===== src/rtl/bg_resolve_pkg.sv =====
package bg_resolve_pkg;

  // fetch stages, in the order the resolver walks them
  typedef enum logic [2:0] {
    ST_IDLE,
    ST_NT,
    ST_LO,
    ST_HI,
    ST_AT,
    ST_PAL
  } stage_t;

  localparam int MAP_BASE    = 'h2000;
  localparam int MAP_STRIDE  = 10;     // log2 of the map size
  localparam int ATTR_OFFSET = 'h3C0;
  localparam int PAL_BASE    = 'h3F00;
  localparam int BANK_SHIFT  = 12;
  localparam int TILE_SHIFT  = 4;      // 16 bytes per tile
  localparam int PLANE_GAP   = 8;

endpackage


===== src/rtl/bg_fetch_addr.sv =====
module bg_fetch_addr
  import bg_resolve_pkg::*;
#(
  parameter int ADDR_W = 14,
  parameter int X_W    = 8,
  parameter int Y_W    = 8,
  parameter int TILE_W = 8
) (
  input  stage_t              stage,
  input  logic [X_W-4:0]      coarse_x,
  input  logic [Y_W-1:0]      py,
  input  logic [1:0]          map_sel,
  input  logic                bank_sel,
  input  logic [TILE_W-1:0]   tile,
  input  logic [1:0]          sub_pal,
  input  logic [1:0]          color_idx,
  output logic [ADDR_W-1:0]   addr
);

  localparam int CX_W = X_W - 3;
  localparam int CY_W = Y_W - 3;

  logic [ADDR_W-1:0] map_base;
  logic [ADDR_W-1:0] row_base;

  assign map_base = ADDR_W'(MAP_BASE) + (ADDR_W'(map_sel) << MAP_STRIDE);
  assign row_base = (ADDR_W'(bank_sel) << BANK_SHIFT) + (ADDR_W'(tile) << TILE_SHIFT)
                  + ADDR_W'(py[2:0]);

  always_comb begin
    case (stage)
      ST_NT:   addr = map_base + (ADDR_W'(py[Y_W-1:3]) << CX_W) + ADDR_W'(coarse_x);
      ST_LO:   addr = row_base;
      ST_HI:   addr = row_base + ADDR_W'(PLANE_GAP);
      ST_AT:   addr = map_base + ADDR_W'(ATTR_OFFSET)
                    + (ADDR_W'(py[Y_W-1:5]) << (CX_W - 2)) + ADDR_W'(coarse_x[CX_W-1:2]);
      ST_PAL:  addr = ADDR_W'(PAL_BASE) + ADDR_W'({sub_pal, color_idx});
      default: addr = '0;
    endcase
  end

  // CY_W is kept for symmetry with CX_W in derived widths
  logic unused_cy;
  assign unused_cy = (CY_W > 0);

endmodule


===== src/rtl/bg_tile_decode.sv =====
module bg_tile_decode #(
  parameter int DATA_W = 8
) (
  input  logic [2:0]        fine_x,
  input  logic              quad_x,
  input  logic              quad_y,
  input  logic [DATA_W-1:0] plane_lo,
  input  logic [DATA_W-1:0] plane_hi,
  input  logic [DATA_W-1:0] attr,
  output logic [1:0]        color_idx,
  output logic [1:0]        sub_pal
);

  logic [2:0] bit_pos;
  logic [1:0] quad;

  // leftmost pixel of a row sits in the MSB
  assign bit_pos   = ~fine_x;
  assign color_idx = {plane_hi[bit_pos], plane_lo[bit_pos]};

  assign quad = {quad_y, quad_x};

  always_comb begin
    case (quad)
      2'd0:    sub_pal = attr[1:0];
      2'd1:    sub_pal = attr[3:2];
      2'd2:    sub_pal = attr[5:4];
      default: sub_pal = attr[7:6];
    endcase
  end

endmodule


===== src/rtl/bg_pixel_resolver.sv =====
module bg_pixel_resolver
  import bg_resolve_pkg::*;
#(
  parameter int ADDR_W  = 14,
  parameter int DATA_W  = 8,
  parameter int X_W     = 8,
  parameter int Y_W     = 8,
  parameter int COLOR_W = 6
) (
  input  logic               clk,
  input  logic               rst,
  input  logic               req_valid,
  input  logic [X_W-1:0]     req_x,
  input  logic [Y_W-1:0]     req_y,
  input  logic [1:0]         req_nt,
  input  logic               req_bank,
  output logic               busy,
  output logic               mem_rd_en,
  output logic [ADDR_W-1:0]  mem_addr,
  input  logic [DATA_W-1:0]  mem_rd_data,
  output logic               out_valid,
  output logic [COLOR_W-1:0] out_color
);

  stage_t             state_q, next_stage;
  logic               wait_q;
  logic [X_W-1:0]     x_q, cur_x;
  logic [Y_W-1:0]     y_q, cur_y;
  logic [1:0]         nt_q, cur_nt;
  logic               bank_q, cur_bank;
  logic [DATA_W-1:0]  tile_q, tile_in;
  logic [DATA_W-1:0]  lo_q, hi_q;
  logic [1:0]         color_idx, sub_pal;
  logic [ADDR_W-1:0]  fetch_addr;

  always_comb begin
    case (state_q)
      ST_IDLE: next_stage = ST_NT;
      ST_NT:   next_stage = ST_LO;
      ST_LO:   next_stage = ST_HI;
      ST_HI:   next_stage = ST_AT;
      ST_AT:   next_stage = ST_PAL;
      default: next_stage = ST_IDLE;
    endcase
  end

  // while idle the request itself feeds the first address
  assign cur_x    = (state_q == ST_IDLE) ? req_x    : x_q;
  assign cur_y    = (state_q == ST_IDLE) ? req_y    : y_q;
  assign cur_nt   = (state_q == ST_IDLE) ? req_nt   : nt_q;
  assign cur_bank = (state_q == ST_IDLE) ? req_bank : bank_q;
  // tile number and attribute byte are forwarded straight from the read port
  assign tile_in  = (state_q == ST_NT) ? mem_rd_data : tile_q;

  bg_tile_decode #(.DATA_W(DATA_W)) u_decode (
    .fine_x    (x_q[2:0]),
    .quad_x    (x_q[4]),
    .quad_y    (y_q[4]),
    .plane_lo  (lo_q),
    .plane_hi  (hi_q),
    .attr      (mem_rd_data),
    .color_idx (color_idx),
    .sub_pal   (sub_pal)
  );

  bg_fetch_addr #(
    .ADDR_W (ADDR_W),
    .X_W    (X_W),
    .Y_W    (Y_W),
    .TILE_W (DATA_W)
  ) u_addr (
    .stage     (next_stage),
    .coarse_x  (cur_x[X_W-1:3]),
    .py        (cur_y),
    .map_sel   (cur_nt),
    .bank_sel  (cur_bank),
    .tile      (tile_in),
    .sub_pal   (sub_pal),
    .color_idx (color_idx),
    .addr      (fetch_addr)
  );

  assign busy = (state_q != ST_IDLE);

  always_ff @(posedge clk) begin
    if (rst) begin
      state_q   <= ST_IDLE;
      wait_q    <= 1'b0;
      mem_rd_en <= 1'b0;
      mem_addr  <= '0;
      out_valid <= 1'b0;
      out_color <= '0;
    end else begin
      mem_rd_en <= 1'b0;
      out_valid <= 1'b0;
      if (state_q == ST_IDLE) begin
        if (req_valid) begin
          x_q       <= req_x;
          y_q       <= req_y;
          nt_q      <= req_nt;
          bank_q    <= req_bank;
          state_q   <= next_stage;
          wait_q    <= 1'b0;
          mem_addr  <= fetch_addr;
          mem_rd_en <= 1'b1;
        end
      end else if (!wait_q) begin
        wait_q <= 1'b1;
      end else begin
        wait_q <= 1'b0;
        case (state_q)
          ST_NT:   tile_q <= mem_rd_data;
          ST_LO:   lo_q   <= mem_rd_data;
          ST_HI:   hi_q   <= mem_rd_data;
          default: ;
        endcase
        if (state_q == ST_PAL) begin
          out_valid <= 1'b1;
          out_color <= mem_rd_data[COLOR_W-1:0];
          state_q   <= ST_IDLE;
        end else begin
          state_q   <= next_stage;
          mem_addr  <= fetch_addr;
          mem_rd_en <= 1'b1;
        end
      end
    end
  end

endmodule


===== config.mk =====
export PLATFORM = sky130hd
export DESIGN_NAME = bg_pixel_resolver
export DESIGN_NICKNAME = d
export VERILOG_FILES = /design/src/rtl/bg_resolve_pkg.sv /design/src/rtl/bg_fetch_addr.sv /design/src/rtl/bg_tile_decode.sv /design/src/rtl/bg_pixel_resolver.sv
export SDC_FILE = /design/constraint.sdc
export NUM_CORES = 1
export LEC_CHECK = 0
export BUFFER_PORTS_ARGS = -buffer_cell sky130_fd_sc_hd__buf_2
export CORE_UTILIZATION = 52
export CTS_BUF_LIST = sky130_fd_sc_hd__clkbuf_4 sky130_fd_sc_hd__clkbuf_8
export CTS_CLUSTER_DIAMETER = 30
export DETAILED_ROUTE_END_ITERATION = 12
export PLACE_DENSITY = 0.8
export SETUP_SLACK_MARGIN = 0.4
export SYNTH_ARGS = -nofsm -noshare
export SYNTH_HDL_FRONTEND = slang
export SYNTH_SLANG_ARGS = --single-unit

===== constraint.sdc =====
create_clock -name clk -period 1.8 [get_ports clk]
set_input_delay 0.18 -clock clk [delete_from_list [all_inputs] [get_ports clk]]
set_output_delay 0.18 -clock clk [all_outputs]
set_load 0.01 [all_outputs]

==> metrics.csv <==
metric,value,unit
CP required,2.07,ns
Die Ht,78.6,um
Slew Limit Headroom,0.735,
Synth top area share,0.403,
mux share of post-synthesis cell area,0.151,
# placed instances,374,
number of flops mapped to enable cells by yosys,41,
GRT Total Usage,0.268,
Die ar.,0.00618,sq mm
"top cells by area, synth","edfxtp_1, dfxtp_1, mux2i_1",
hold crit path type,in -> reg,
Fin Setup TNS,0,ns
core area,0.00557,sq mm
Max Slew Vio Count,0,
Avg Vias per Cell,5.90,
initial antenna violation count,0,
CTS tree,yes,
CTS H-Tree Depth,3,
Post-synth top flop,edfxtp_1,
hold endpoint,x_q[2],
WHS,0.00464,ns
Crit. End Element,register,
crit path DAT,1.82,ns
RSZ-0062 raised after global routing,true,
area share of fa/ha/maj cells after synthesis,0,
complex-gate fraction of the synthesized area,0.0893,
Slew @ Worst Pin,0.398,ns
post-synthesis async set-or-reset flop share,0,
DRT Pass-1 Iters,4,
clock latency on the worst-skew pair,0.35,ns
GRT Residual Overflow,0,
worst vdd rail ir drop,0.750,mV
port bufs,52,
io pins,53,
WS Path Type,reg -> reg,
antenna-violating nets left,0,
chip width,78.6,um
Final #Nets,371,
crit path time final,1.56,ns
HPWL Detailed,4990,um
RR Endpoint,mem_addr[1],
outcome,"finished, final reports clean",
worst r2r path cells,6,
largest net degree at the start of global routing,18,
first-pass GRT wire length,12000,um
clk sinks,67,
worst r2r src,state_q[0],
final hold violations,0,
Final Cell Area,0.00410,sq mm
vias in the first global route,2323,
Remaining DRCs,0,
#FFs+latches synth,67,
drt total wl,8580,um
YS warnings,0,
Final Util,0.736,
total number of vias,2468,
Non-Filler Instances,418,
WHS Path Cells,1,
DR iter-0 viols,228,
Area after DPL,0.00347,sq mm
startpoint types,register,
"Cell Area, Synth",0.00305,sq mm
ant diodes,0,
cell taking the most area after synthesis,edfxtp_1,
final clock skew,0.00733,ns
Pleak,1.64,nW
Final setup viols,0,
HP Start,req_x[2],
period utilization,0.865,
syn_nets,281,
main combinational cell family by area after synthesis,multiplexers,
Layout area overhead,34.3,%
post-synthesis cell type count,39,
Synth Area in Simple Gates,0.148,
layout cells sized above 1,0.451,
register area share after synthesis,0.574,
starting density of the core,0.548,
Peak Freq,642,MHz
Pwr Density,896,mW/mm^2
number of cell rows,27,
largest fanout on the critical path,8,
GP Congestion,0.841,
Max Cap Violations,0,
drt wl/cell,20.5,um
Post-Synth XOR/XNOR Area,0,
Worst R2R Setup Slack,0.24,ns
clock slew at reported path FFs,0.08,ns
CTS Root Cell,clkbuf_8,
syn_area_per_cell,12.2,sq um
CTS Buf Count,9,
Mapped Cells,251,
Max clock buf depth,2,
==> repair_timing <==
item	4_1_cts	5_1_grt
setup endpoints to repair	72	62
gates cloned	1	2
setup buffers	14	9
resized for setup	26	24
pin swaps	10	8
hold buffers	0	2
endpoints found under the hold margin	0	2
==> flip-flops by register name (all words and copies together), names as in the netlist, 3 cells and up <==
| name | cells |
|---|---|
| hi_q | 8 |
| lo_q | 8 |
| mem_addr | 14 |
| out_color | 6 |
| state_q | 3 |
| tile_q | 8 |
| x_q | 7 |
| y_q | 7 |
==> power by group <==
group | total (W) | switching [W] | internal [W]
clock network | 0.00130 | 0.000592 | 0.000707
logic | 0.000637 | 0.000331 | 0.000307
registers | 0.00174 | 0.0000465 | 0.00170
total | 0.00368 | 0.000969 | 0.00271
==> worst max-delay path, cell delays in order, from the launching register on <==
cell	delay (ns)
dfxtp_4	0.44
buf_6	0.17
buf_4	0.14
nand2b_1	0.15
o22ai_1	0.28
a32oi_1	0.11
a21oi_1	0.18
==> synth_stat cells (3+ instances only) <==
library cell,instances
dfxtp_1,26
nand2b_1,8
nand2_1,4
nand3_1,14
buf_2,3
mux4_2,4
clkbuf_1,7
buf_4,6
a211oi_1,3
nor2b_1,4
edfxtp_1,41
nor3b_1,4
a21oi_1,17
mux2i_1,22
nor3_1,8
mux2_2,11
and3_1,3
nor2_1,15
o21ai_0,13
nand3b_1,10
==> cells by family after synthesis <==
group / after synthesis
multiplexers: 39
buffers and inverters: 20
AND/OR/NAND/NOR: 80
AO/OA/AOI/OAI: 45
flip-flops: 67
==> metrics by stage <==
step	power, W	setup slack (ns)
floorplan	0.00206	0.313
global placement	0.00222	0.215
detailed placement	0.00224	0.168
global route	0.00380	0.179
CTS	0.00357	0.350
finish	0.00368	0.243
==> worst max-delay path by stage <==
stage | cells past startpoint | end | startpoint | slack, ns
final | 6 | mem_addr[1] | state_q[0] | 0.24
after global routing | 6 | mem_addr[1] | state_q[0] | 0.18
after CTS | 4 | mem_addr[0] | state_q[2] | 0.35
after detailed placement | 5 | out_color[2] | state_q[0] | 0.17
after global placement | 3 | tile_q[2] | state_q[1] | 0.22
after floorplan | 5 | hi_q[0] | state_q[1] | 0.31
==> cell usage in the layout (no fill, tap or decap), types with 4 or more instances in the layout <==
cell type	synthesis	final
mux4_2	4	4
mux2_4	1	4
nand2b_1	8	7
buf_2	3	51
nand3b_1	10	10
nor3_1	8	5
buf_4	6	29
a21oi_1	17	15
o21ai_0	13	9
mux2i_1	22	22
buf_6	2	9
mux2_2	11	9
edfxtp_1	41	41
dfxtp_1	26	22
and3_4	0	4
clkbuf_8	0	10
buf_12	0	4
nor2_1	15	14
nand3_1	14	14
==> routing by layer <==
layer	vias to the layer above	share of wire	GRT usage
met2	112	0.48	0.438
met5	-	0	0
met1	1199	0.42	0.352
met3	28	0.063	0.0616
met4	0	0.028	0.0852
li1	1129	-	-
==> final cells by class <==
class | count | area, sq um
well taps | 72 | 90.1
repair buffers | 95 | 674
multi-input cells | 166 | 1360
flip-flops and latches | 67 | 1760
clock buffers | 12 | 153
fillers | 358 | 1470
inverters | 2 | 7.51
clock inverters | 4 | 50.0
No activity file was read; power rests on OpenSTA's default activity.
